## src/rtl/ifgm_pkg.sv

```systemverilog
package ifgm_pkg;
    localparam int SYNC_BITS  = 2;
    localparam int TYPE_BITS  = 8;
    localparam int OCTET_BITS = 8;
    localparam int CHAR_BITS  = 7;
    localparam int LANES      = 8;
    localparam int BLOCK_BITS = SYNC_BITS + OCTET_BITS * LANES;
    localparam int TS_W       = 48;
    localparam int CNT_W      = 32;
    localparam int OFF_W      = $clog2(BLOCK_BITS + 1);

    localparam logic [1:0] HDR_CTRL = 2'b10;
    localparam logic [7:0] TYPE_SOF_L0 = 8'h78;
    localparam logic [7:0] TYPE_SOF_L4 = 8'h33;

    // start positions inside a block, in line bits
    localparam int SOF_OFF_L0 = SYNC_BITS + TYPE_BITS;
    localparam int SOF_OFF_L4 = SYNC_BITS + TYPE_BITS + 4 * CHAR_BITS + 4;

    // terminate types, indexed by the lane holding the terminate
    localparam logic [7:0] TERM_TYPE [LANES] = '{
        8'h87, 8'h99, 8'hAA, 8'hB4, 8'hCC, 8'hD2, 8'hE1, 8'hFF
    };

    typedef struct packed {
        logic [TS_W-1:0]  ts;
        logic [CNT_W-1:0] gap;
        logic [CNT_W-1:0] len;
        logic             gap_ok;
        logic             short_gap;
    } rec_t;
endpackage

```

## src/rtl/ifgm_block_decode.sv

```systemverilog
module ifgm_block_decode
    import ifgm_pkg::*;
(
    input  logic             valid,
    input  logic [1:0]       sync,
    input  logic [7:0]       btype,
    output logic             is_start,
    output logic             is_term,
    output logic [OFF_W-1:0] start_off,
    output logic [OFF_W-1:0] end_off
);
    logic is_ctrl;
    logic [LANES-1:0] lane_hit;

    assign is_ctrl = valid && (sync == HDR_CTRL);

    genvar k;
    generate
        for (k = 0; k < LANES; k++) begin : g_lane
            assign lane_hit[k] = is_ctrl && (btype == TERM_TYPE[k]);
        end
    endgenerate

    always_comb begin
        is_start  = 1'b0;
        start_off = '0;
        if (is_ctrl && btype == TYPE_SOF_L0) begin
            is_start  = 1'b1;
            start_off = OFF_W'(SOF_OFF_L0);
        end else if (is_ctrl && btype == TYPE_SOF_L4) begin
            is_start  = 1'b1;
            start_off = OFF_W'(SOF_OFF_L4);
        end
    end

    always_comb begin
        is_term = |lane_hit;
        end_off = '0;
        for (int i = 0; i < LANES; i++) begin
            if (lane_hit[i]) begin
                end_off = OFF_W'(SYNC_BITS + TYPE_BITS + OCTET_BITS * i);
            end
        end
    end

    always_comb begin
        assert (!(is_start && is_term)) else $error("p_one_event_r8: start and end in one block");
    end
endmodule

```

## src/rtl/ifgm_line_clock.sv

```systemverilog
module ifgm_line_clock
    import ifgm_pkg::*;
(
    input  logic            clk,
    input  logic            rst_n,
    input  logic            valid,
    output logic [TS_W-1:0] base
);
    typedef struct packed {
        logic [TS_W-1:0] cnt;
    } clk_state_t;

    clk_state_t st_d, st_q;

    always_comb begin
        st_d = st_q;
        if (valid) begin
            st_d.cnt = st_q.cnt + TS_W'(BLOCK_BITS);
        end
    end

    always_ff @(posedge clk) begin
        if (!rst_n) st_q <= '0;
        else        st_q <= st_d;
    end

    assign base = st_q.cnt;

    p_idle_hold_r1: assert property (@(posedge clk) disable iff (!rst_n)
        !valid |=> $stable(base));
endmodule

```

## src/rtl/ifgm_frame_track.sv

```systemverilog
module ifgm_frame_track
    import ifgm_pkg::*;
#(
    parameter int MIN_GAP_BITS = 96
)(
    input  logic             clk,
    input  logic             rst_n,
    input  logic [TS_W-1:0]  base,
    input  logic             is_start,
    input  logic             is_term,
    input  logic [OFF_W-1:0] start_off,
    input  logic [OFF_W-1:0] end_off,
    output logic             rec_fire,
    output rec_t             rec
);
    typedef struct packed {
        logic            in_frame;
        logic            have_end;
        logic [TS_W-1:0] start_abs;
        logic [TS_W-1:0] end_abs;
    } trk_state_t;

    trk_state_t st_d, st_q;
    logic [TS_W-1:0] pos_start, pos_end, gap_full, len_full;

    always_comb begin
        st_d      = st_q;
        rec_fire  = 1'b0;
        rec       = '0;
        pos_start = base + TS_W'(start_off);
        pos_end   = base + TS_W'(end_off);
        gap_full  = st_q.start_abs - st_q.end_abs;
        len_full  = pos_end - st_q.start_abs;
        if (is_term && st_q.in_frame) begin
            rec_fire      = 1'b1;
            rec.ts        = st_q.start_abs;
            rec.len       = len_full[CNT_W-1:0];
            rec.gap_ok    = st_q.have_end;
            rec.gap       = st_q.have_end ? gap_full[CNT_W-1:0] : '0;
            rec.short_gap = st_q.have_end && (gap_full < TS_W'(MIN_GAP_BITS));
            st_d.in_frame = 1'b0;
            st_d.have_end = 1'b1;
            st_d.end_abs  = pos_end;
        end
        if (is_start) begin
            st_d.in_frame  = 1'b1;
            st_d.start_abs = pos_start;
        end
    end

    always_ff @(posedge clk) begin
        if (!rst_n) st_q <= '0;
        else        st_q <= st_d;
    end

    p_len_nonzero_r3: assert property (@(posedge clk) disable iff (!rst_n)
        rec_fire |-> rec.len != '0);
    p_gap_after_end_r4: assert property (@(posedge clk) disable iff (!rst_n)
        rec_fire && rec.gap_ok |-> rec.ts > st_q.end_abs);
endmodule

```

## src/rtl/ifgm_record_hold.sv

```systemverilog
module ifgm_record_hold
    import ifgm_pkg::*;
(
    input  logic clk,
    input  logic rst_n,
    input  logic rec_fire,
    input  rec_t rec_in,
    input  logic out_ready,
    output logic out_valid,
    output logic out_overflow,
    output rec_t out_rec
);
    typedef struct packed {
        logic valid;
        logic ovf;
        rec_t rec;
    } hold_state_t;

    hold_state_t st_d, st_q;

    always_comb begin
        st_d = st_q;
        if (st_q.valid && out_ready) begin
            st_d.valid = 1'b0;
            st_d.ovf   = 1'b0;
        end
        if (rec_fire) begin
            if (st_d.valid) begin
                st_d.ovf = 1'b1;
            end else begin
                st_d.valid = 1'b1;
                st_d.ovf   = 1'b0;
                st_d.rec   = rec_in;
            end
        end
    end

    always_ff @(posedge clk) begin
        if (!rst_n) st_q <= '0;
        else        st_q <= st_d;
    end

    assign out_valid    = st_q.valid;
    assign out_overflow = st_q.ovf;
    assign out_rec      = st_q.rec;

    p_hold_stable_r6: assert property (@(posedge clk) disable iff (!rst_n)
        out_valid && !out_ready |=> out_valid && $stable(out_rec));
    p_ovf_needs_hold_r7: assert property (@(posedge clk) disable iff (!rst_n)
        out_overflow |-> out_valid);
    p_ovf_clears_r7: assert property (@(posedge clk) disable iff (!rst_n)
        out_valid && out_ready |=> !out_overflow);
endmodule

```

## src/rtl/ifgm_gap_meter.sv

```systemverilog
module ifgm_gap_meter
    import ifgm_pkg::*;
#(
    parameter int MIN_GAP_BITS = 96
)(
    input  logic              clk,
    input  logic              rst_n,
    input  logic              in_valid,
    input  logic [1:0]        in_sync,
    input  logic [7:0]        in_type,
    input  logic              out_ready,
    output logic              out_valid,
    output logic [TS_W-1:0]   out_ts,
    output logic [CNT_W-1:0]  out_gap,
    output logic [CNT_W-1:0]  out_len,
    output logic              out_gap_valid,
    output logic              out_short_gap,
    output logic              out_overflow
);
    logic             is_start, is_term, rec_fire;
    logic [OFF_W-1:0] start_off, end_off;
    logic [TS_W-1:0]  base;
    rec_t             rec, held;

    ifgm_block_decode u_dec (
        .valid(in_valid), .sync(in_sync), .btype(in_type),
        .is_start(is_start), .is_term(is_term),
        .start_off(start_off), .end_off(end_off)
    );

    ifgm_line_clock u_clk (
        .clk(clk), .rst_n(rst_n), .valid(in_valid), .base(base)
    );

    ifgm_frame_track #(.MIN_GAP_BITS(MIN_GAP_BITS)) u_trk (
        .clk(clk), .rst_n(rst_n), .base(base),
        .is_start(is_start), .is_term(is_term),
        .start_off(start_off), .end_off(end_off),
        .rec_fire(rec_fire), .rec(rec)
    );

    ifgm_record_hold u_hold (
        .clk(clk), .rst_n(rst_n), .rec_fire(rec_fire), .rec_in(rec),
        .out_ready(out_ready), .out_valid(out_valid),
        .out_overflow(out_overflow), .out_rec(held)
    );

    assign out_ts        = held.ts;
    assign out_gap       = held.gap;
    assign out_len       = held.len;
    assign out_gap_valid = held.gap_ok;
    assign out_short_gap = held.short_gap;

    p_short_is_legal_r5: assert property (@(posedge clk) disable iff (!rst_n)
        out_valid && out_short_gap |-> out_gap_valid && out_gap < CNT_W'(MIN_GAP_BITS));
endmodule

```

## config.mk

```make
export PLATFORM = sky130hd
export DESIGN_NAME = ifgm_gap_meter
export DESIGN_NICKNAME = d
export VERILOG_FILES = /design/src/rtl/ifgm_pkg.sv /design/src/rtl/ifgm_block_decode.sv /design/src/rtl/ifgm_line_clock.sv /design/src/rtl/ifgm_frame_track.sv /design/src/rtl/ifgm_record_hold.sv /design/src/rtl/ifgm_gap_meter.sv
export SDC_FILE = /design/constraint.sdc
export NUM_CORES = 1
export LEC_CHECK = 0
export BUFFER_PORTS_ARGS = -buffer_cell sky130_fd_sc_hd__buf_2
export CAP_MARGIN = 10
export CELL_PAD_IN_SITES_DETAIL_PLACEMENT = 0
export CELL_PAD_IN_SITES_GLOBAL_PLACEMENT = 2
export CORE_MARGIN = 1.5
export CORE_UTILIZATION = 39
export DETAILED_ROUTE_END_ITERATION = 16
export PLACE_DENSITY_LB_ADDON = 0.25
export SYNTH_ARGS = -nofsm -noshare
export SYNTH_HDL_FRONTEND = slang
export SYNTH_SLANG_ARGS = --single-unit
export TNS_END_PERCENT = 100
```

## constraint.sdc

```tcl
create_clock -name clk -period 9.2 [get_ports clk]
set_clock_uncertainty 0.2 [all_clocks]
set_input_delay 0.92 -clock clk [delete_from_list [all_inputs] [get_ports clk]]
set_output_delay 0.92 -clock clk [all_outputs]
set_load 0.005 [all_outputs]
```

==> results.ini, run 1 <==
[status]
outcome = complete, no violations

[logic_synthesis]
synth_edf_count = 0
synthTopCellsByCount = nand2_1, nor2_1, dfxtp_1
async_flop_share_pct = 0
netlist_area_mm2 = 0.0160
synthTopCellsByArea = dfxtp_1, ha_1, nand2_1, nor2_1, a21oi_1
synth_top_area_cell = dfxtp_1
synth.most_common_cell = nand2_1
synthCells = 2091
yosysSeqAreaShare_pct = 32.1
syn_area_per_cell_um2 = 7.63
synthDominantCellAreaShare_pct = 32.1
yosysWarnings = 0
ys_ff_latch = 256
synth_cell_types = 85
ys.flop_type = dfxtp_1

[die]
rows = 73
dieArea_mm2 = 0.0421
core_area_mm2 = 0.0400
start_util_pct = 39.9
io_pins = 130
dieHeight_um = 205
die_w_um = 205

[clocking]
postCtsSetupBuffers = 0
root_buffer = clkbuf_16
clock_latency_ns = 0.59
htree_levels = 1
ctsHoldBuffers = 0
cts_buffers = 31
cts_tree = built
cts_resized = 0
cts_buffer_depth = 3
clkSinkCount = 256
cts.clk_slew.worst_paths_ns = 0.06

[global_route]
overflow = 0
grt_usage_pct = 25.0
grt_max_degree = 159
antenna_found_initial = 0
grt_pass1_wl_mm = 81.8
grt_pass1_vias = 13800

[flow_run]
cap_violations = 0

[sta]
worst_slack_ns = 2.72
relSlewSlack_pct = 26.2
tightest_slew_ns = 1.10
holdWs_ns = 0.246
hold_violations = 0
fin_crit_ns = 6.48
tns_ns = 0
fmax_mhz = 154
maxSlewViolCount = 0
rsz0062_at_grt = no
setup_viol = 0
fin_crit_sh_pct = 70.4

[placement]
dp_hpwl_mm = 40.4
place_area_mm2 = 0.0168
gp_congestion = 0.918
io_buffers = 126
dp_slack_ns = 2.15

[route]
routedWlPerCell_um = 19.7
via_per_inst = 5.48
drtPass1Iterations = 5
ant_nets = 0
drc_errors = 0
vias = 14600
drtIter0Drc = 1152
wl_mm = 52.6

[critical_path]
end_kind = register
worstPathMaxFanout = 7
reg2reg_depth = 20
required_ns = 9.51
startpoint_type = primary input
crit_type = in2reg
cp.arrival_ns = 6.79

[power_and_ir_drop]
clkPwrFrac_pct = 50.1
switching_share_pct = 23.3
vdd_drop_max_mv = 0.143
p_int_uw = 1940
seqPwrFrac_pct = 44.1
p_leak_uw = 0.00694
p_switching_uw = 589
powerDensity_mw_per_mm2 = 142
pwr-share-comb_pct = 5.8

[cells_and_area]
n_antenna_cell = 0
drive_above_1_share_pct = 9.68
fin_area_mm2 = 0.0178
syn_to_final_growth_pct = 11.8
final_nets = 2229

[worst_hold_path]
hold_path_depth = 2
worstHoldPathType = reg2reg

[critical path, stage by stage]
cell	delay, ns
buf_2	0.14
or2_2	0.34
o22ai_1	0.22
a31oi_1	0.12
nor3_1	0.17
ha_1	0.30
a31oi_1	0.29
nor2b_1	0.09
o21a_1	0.19
o21a_1	0.19
o21ai_1	0.52
nand2b_1	0.34
xnor2_1	0.20
ha_1	0.32
and4_1	0.23
nand2_1	0.09
a21boi_1	0.07
o31a_1	0.34
a221o_1	0.35
o41a_1	0.34
a41o_1	0.28
o41ai_2	0.32
xnor2_1	0.16
nand2_1	0.07
a21oi_1	0.17
[registers in the layout, indices dropped and copies added, names as in the netlist]
register,flops
u_clk.base,47
u_hold.out_valid,1
u_trk.st_q,96
u_hold.out_rec,111
u_hold.out_overflow,1
[cells by family (layout without fill, tap and decap cells)]
logic type / count (synthesis) / in the layout / share of synthesized area, %
AO/OA/AOI/OAI: 499 / 499 / 20.4
adder cells (fa/ha/maj): 89 / 89 / 7.07
multiplexers: 43 / 43 / 2.71
other: 1 / 3 / 0.0235
flip-flops: 256 / 256 / 32.1
AND/OR/NAND/NOR: 801 / 801 / 23.0
buffers and inverters: 239 / 294 / 5.80
XOR/XNOR: 163 / 163 / 8.95
[metal layers]
layer | global-route usage (%) | share of wire (%) | vias to the layer above
met4 | 6.36 | 2.1 | 0
met3 | 2.93 | 4.2 | 63
met1 | 38.9 | 53 | 6928
met5 | 0 | 0 | -
met2 | 35.9 | 41 | 283
li1 | - | - | 7368
[worst paths after layout]
check | start | to | slack, ns
max | in_type[3] | u_hold.out_rec[30] | 2.72
min | u_hold.out_rec[78] | u_hold.out_rec[78] | 0.25
max reg2reg | u_clk.base[3] | u_hold.out_rec[30] | 3.56
min reg2reg | u_hold.out_rec[78] | u_hold.out_rec[78] | 0.25
[cell usage in the layout (no fill, tap or decap), types with 35 or more instances in the layout]
cell	instances
a211oi_1	64
a21oi_1	177
buf_2	126
dfxtp_1	256
ha_1	87
inv_1	106
mux2i_1	42
nand2_1	271
nand3_1	46
nor2_1	257
nor3_1	45
o21ai_0	65
or3_1	35
xnor2_1	80
xor2_1	83
[power groups by stage]
stage / registers, uW / logic (uW) / clock network [uW]
2_1_floorplan: 1140 / 110 / 0
3_3_place_gp: 1140 / 146 / 0
3_5_place_dp: 1140 / 145 / 0
4_1_cts: 1120 / 146 / 1300
5_1_grt: 1120 / 161 / 1350
6_report: 1120 / 146 / 1270
[cell type report]
class                      instances  area, um^2
fill                            4240       22200
tap                              525         657
inverter                         107         409
sequential                       256        5120
clock buffer                      40         830
timing repair buffer             132         676
clock inverter                    15         215
multi-input combinational       1598        9930
[per-stage QoR]
step / instances / utilization [%] / power [uW]
finish: 2673 / 44.6 / 2530
global route: 2673 / 44.6 / 2620
CTS: 2673 / 44.6 / 2560
detailed placement: 2618 / 42.0 / 1290
global placement: 2618 / 42.0 / 1290
floorplan: 2093 / - / 1250
No activity file was read; power rests on OpenSTA's default activity.
==> run 2: changes to the inputs <==
--- a/config.mk
+++ b/config.mk
@@ -10,7 +10,7 @@
 export CELL_PAD_IN_SITES_DETAIL_PLACEMENT = 0
 export CELL_PAD_IN_SITES_GLOBAL_PLACEMENT = 2
 export CORE_MARGIN = 1.5
-export CORE_UTILIZATION = 39
+export CORE_UTILIZATION = 36
 export DETAILED_ROUTE_END_ITERATION = 16
 export PLACE_DENSITY_LB_ADDON = 0.25
 export SYNTH_ARGS = -nofsm -noshare
==> constraint.sdc (replaced) <==
create_clock -name clk -period 6.6 [get_ports clk]
set_clock_uncertainty 0.2 [all_clocks]
set_input_delay 0.66 -clock clk [delete_from_list [all_inputs] [get_ports clk]]
set_output_delay 0.66 -clock clk [all_outputs]
set_load 0.005 [all_outputs]
==> run 2 against run 1 <==
First-iteration DRC count unchanged. Die area up 8.2%. Worst setup slack worse by 2.0 ns. Utilization down 3.1 points. Clock power up 39%. Total power up 40%. Critical path type unchanged. Largest power group unchanged.
==> results.ini, run 2 (synthesis results as in run 1) <==
[cells_and_area]
drive_above_1_share_pct = 10.1  ; +0.43 points
regArea_mm2 = 0.00512  ; unchanged
mostFrequentLayoutCells = nand2_1, nor2_1, dfxtp_1
multi_input_area_mm2 = 0.00993  ; unchanged
fill_cells = 4594  ; +8.3%
largest_reg_flops = 111  ; unchanged
final_nets = 2236  ; +0.31%
syn_to_final_growth_pct = 12.7
mostFrequentLayoutCell = nand2_1
n_antenna_cell = 0  ; unchanged

[route]
drtIter0Drc = 1152  ; unchanged
ant_nets = 0  ; unchanged
routedWlPerCell_um = 19.5  ; -0.90%
wl_mm = 53.5  ; +1.6%
via_per_inst = 5.39  ; -1.6%
drtPass1Iterations = 5  ; unchanged
vias = 14800  ; +0.87%
drc_errors = 0  ; unchanged

[power_and_ir_drop]
powerDensity_mw_per_mm2 = 197  ; +39%
vdd_drop_max_mv = 0.178  ; +25%
p_leak_uw = 0.00699  ; +0.77%
power.total_uw = 3530  ; +40%

[critical_path]
end_kind = register
required_ns = 6.88  ; -2.63 ns
worstPathMaxFanout = 6  ; -1
startpoint_type = primary input
cp.arrival_ns = 6.13  ; -0.66 ns
crit_path_top_delay_cell = ha_1
slowest_delay_ns = 0.35  ; -0.17 ns
crit_type = in2reg
reg2reg_depth = 22  ; +10%

[clocking]
root_buffer = clkbuf_16
ctsHoldBuffers = 0  ; unchanged
cts_tree = built
htree_levels = 1  ; unchanged
cts_buffer_depth = 3  ; unchanged
cts_buffers = 31  ; unchanged
clkSinkCount = 256  ; unchanged
cts.clk_slew.worst_paths_ns = 0.06  ; about the same
clock_latency_ns = 0.58  ; about the same
cts_resized = 0  ; unchanged
postCtsSetupBuffers = 0  ; unchanged

[global_route]
overflow = 0  ; unchanged
grt_max_degree = 162  ; +1.9%
antenna_found_initial = 0  ; unchanged
grt_pass1_wl_mm = 81.9  ; about the same
grt_pass1_vias = 13700  ; -0.95%
grt_usage_pct = 23.3  ; -1.7 points

[sta]
hold_violations = 0  ; unchanged
tightest_slew_ns = 1.22  ; +0.119 ns
setup_viol = 0  ; unchanged
tns_ns = 0  ; unchanged
maxSlewViolCount = 0  ; unchanged
fin_crit_sh_pct = 88.7
fin_crit_ns = 5.85
fmax_mhz = 171
relSlewSlack_pct = 18.2  ; -8.0 points
rsz0062_at_grt = no

[worst_hold_path]
hold_path_depth = 2  ; unchanged
worstHoldPathType = in2reg

[die]
dieHeight_um = 214  ; +4.0%
dieArea_mm2 = 0.0456  ; +8.2%
core_area_mm2 = 0.0434  ; +8.4%
start_util_pct = 36.8  ; -3.1 points
rows = 76  ; +4.1%
io_pins = 130  ; unchanged
die_w_um = 214  ; +4.0%

[placement]
gp_congestion = 0.876  ; -4.6%
io_buffers = 126  ; unchanged
dp_hpwl_mm = 41.0  ; +1.6%

[flow_run]
cap_violations = 0  ; unchanged

[status]
outcome = complete, no violations

## run 2: cell types whose count changed in the layout (fill, tap and decap cells not counted)
cell	before	now
buf_4	6	13
clkinv_2	5	7
bufinv_16	5	4
clkinvlp_4	3	1
clkbuf_8	2	6
clkbuf_1	7	5
## run 2: stage by stage
| step | instance area [um^2] | hold WS, ns | setup slack, ns | instances | util, % |
|---|---|---|---|---|---|
| 2_1_floorplan | 16000 | 0.248 | 0.798 | 2093 | - |
| 3_3_place_gp | 16900 | 0.237 | 0.214 | 2685 | 39.0 |
| 3_5_place_dp | 16900 | 0.240 | 0.164 | 2685 | 39.0 |
| 4_1_cts | 18000 | 0.0576 | 0.800 | 2741 | 41.5 |
| 5_1_grt | 18000 | 0.0732 | 0.245 | 2741 | 41.5 |
| 6_report | 18000 | 0.0837 | 0.746 | 2741 | 41.5 |
## run 2: critical path: cells and delay by family
family                     cells  cell delay, ns
and+or+nand+nor                5            1.14
adders and majority gates      3            0.71
AOI/OAI and AO/OA             16            3.04
buffers and inverters          1            0.12
xor gates and xnor gates       2            0.46
## run 2: final cells by class
class / instances / share of cell area [%]
tap: 585 / 4.07
sequential: 256 / 28.5
inverter: 107 / 2.28
clock buffer: 42 / 4.88
clock inverter: 14 / 1.00
timing repair buffer: 139 / 4.05
multi-input combinational: 1598 / 55.2
## run 2: path summary, 6_finish.rpt
path,startpoint,endpoint,slack (ns)
worst max-delay path,in_type[1],u_hold.out_rec[32],0.75
worst min register to register,u_hold.out_rec[91],u_hold.out_rec[91],0.25
worst min-delay path,out_ready,u_hold.out_overflow,0.08
worst max register to register,u_clk.base[1],u_hold.out_rec[32],1.37
## run 2: routing by layer
layer	GRT usage (%)	wire (um)
met1	36.2	28200
met2	33.3	21700
met3	2.23	2110
met4	7.09	1480
met5	0	0
## run 2: power breakdown
part	switching, uW	total (uW)	leakage, uW	internal, uW
combinational	129	208	0.00441	79.2
sequential	7.33	1560	0.00206	1550
clock	689	1770	0.000524	1080
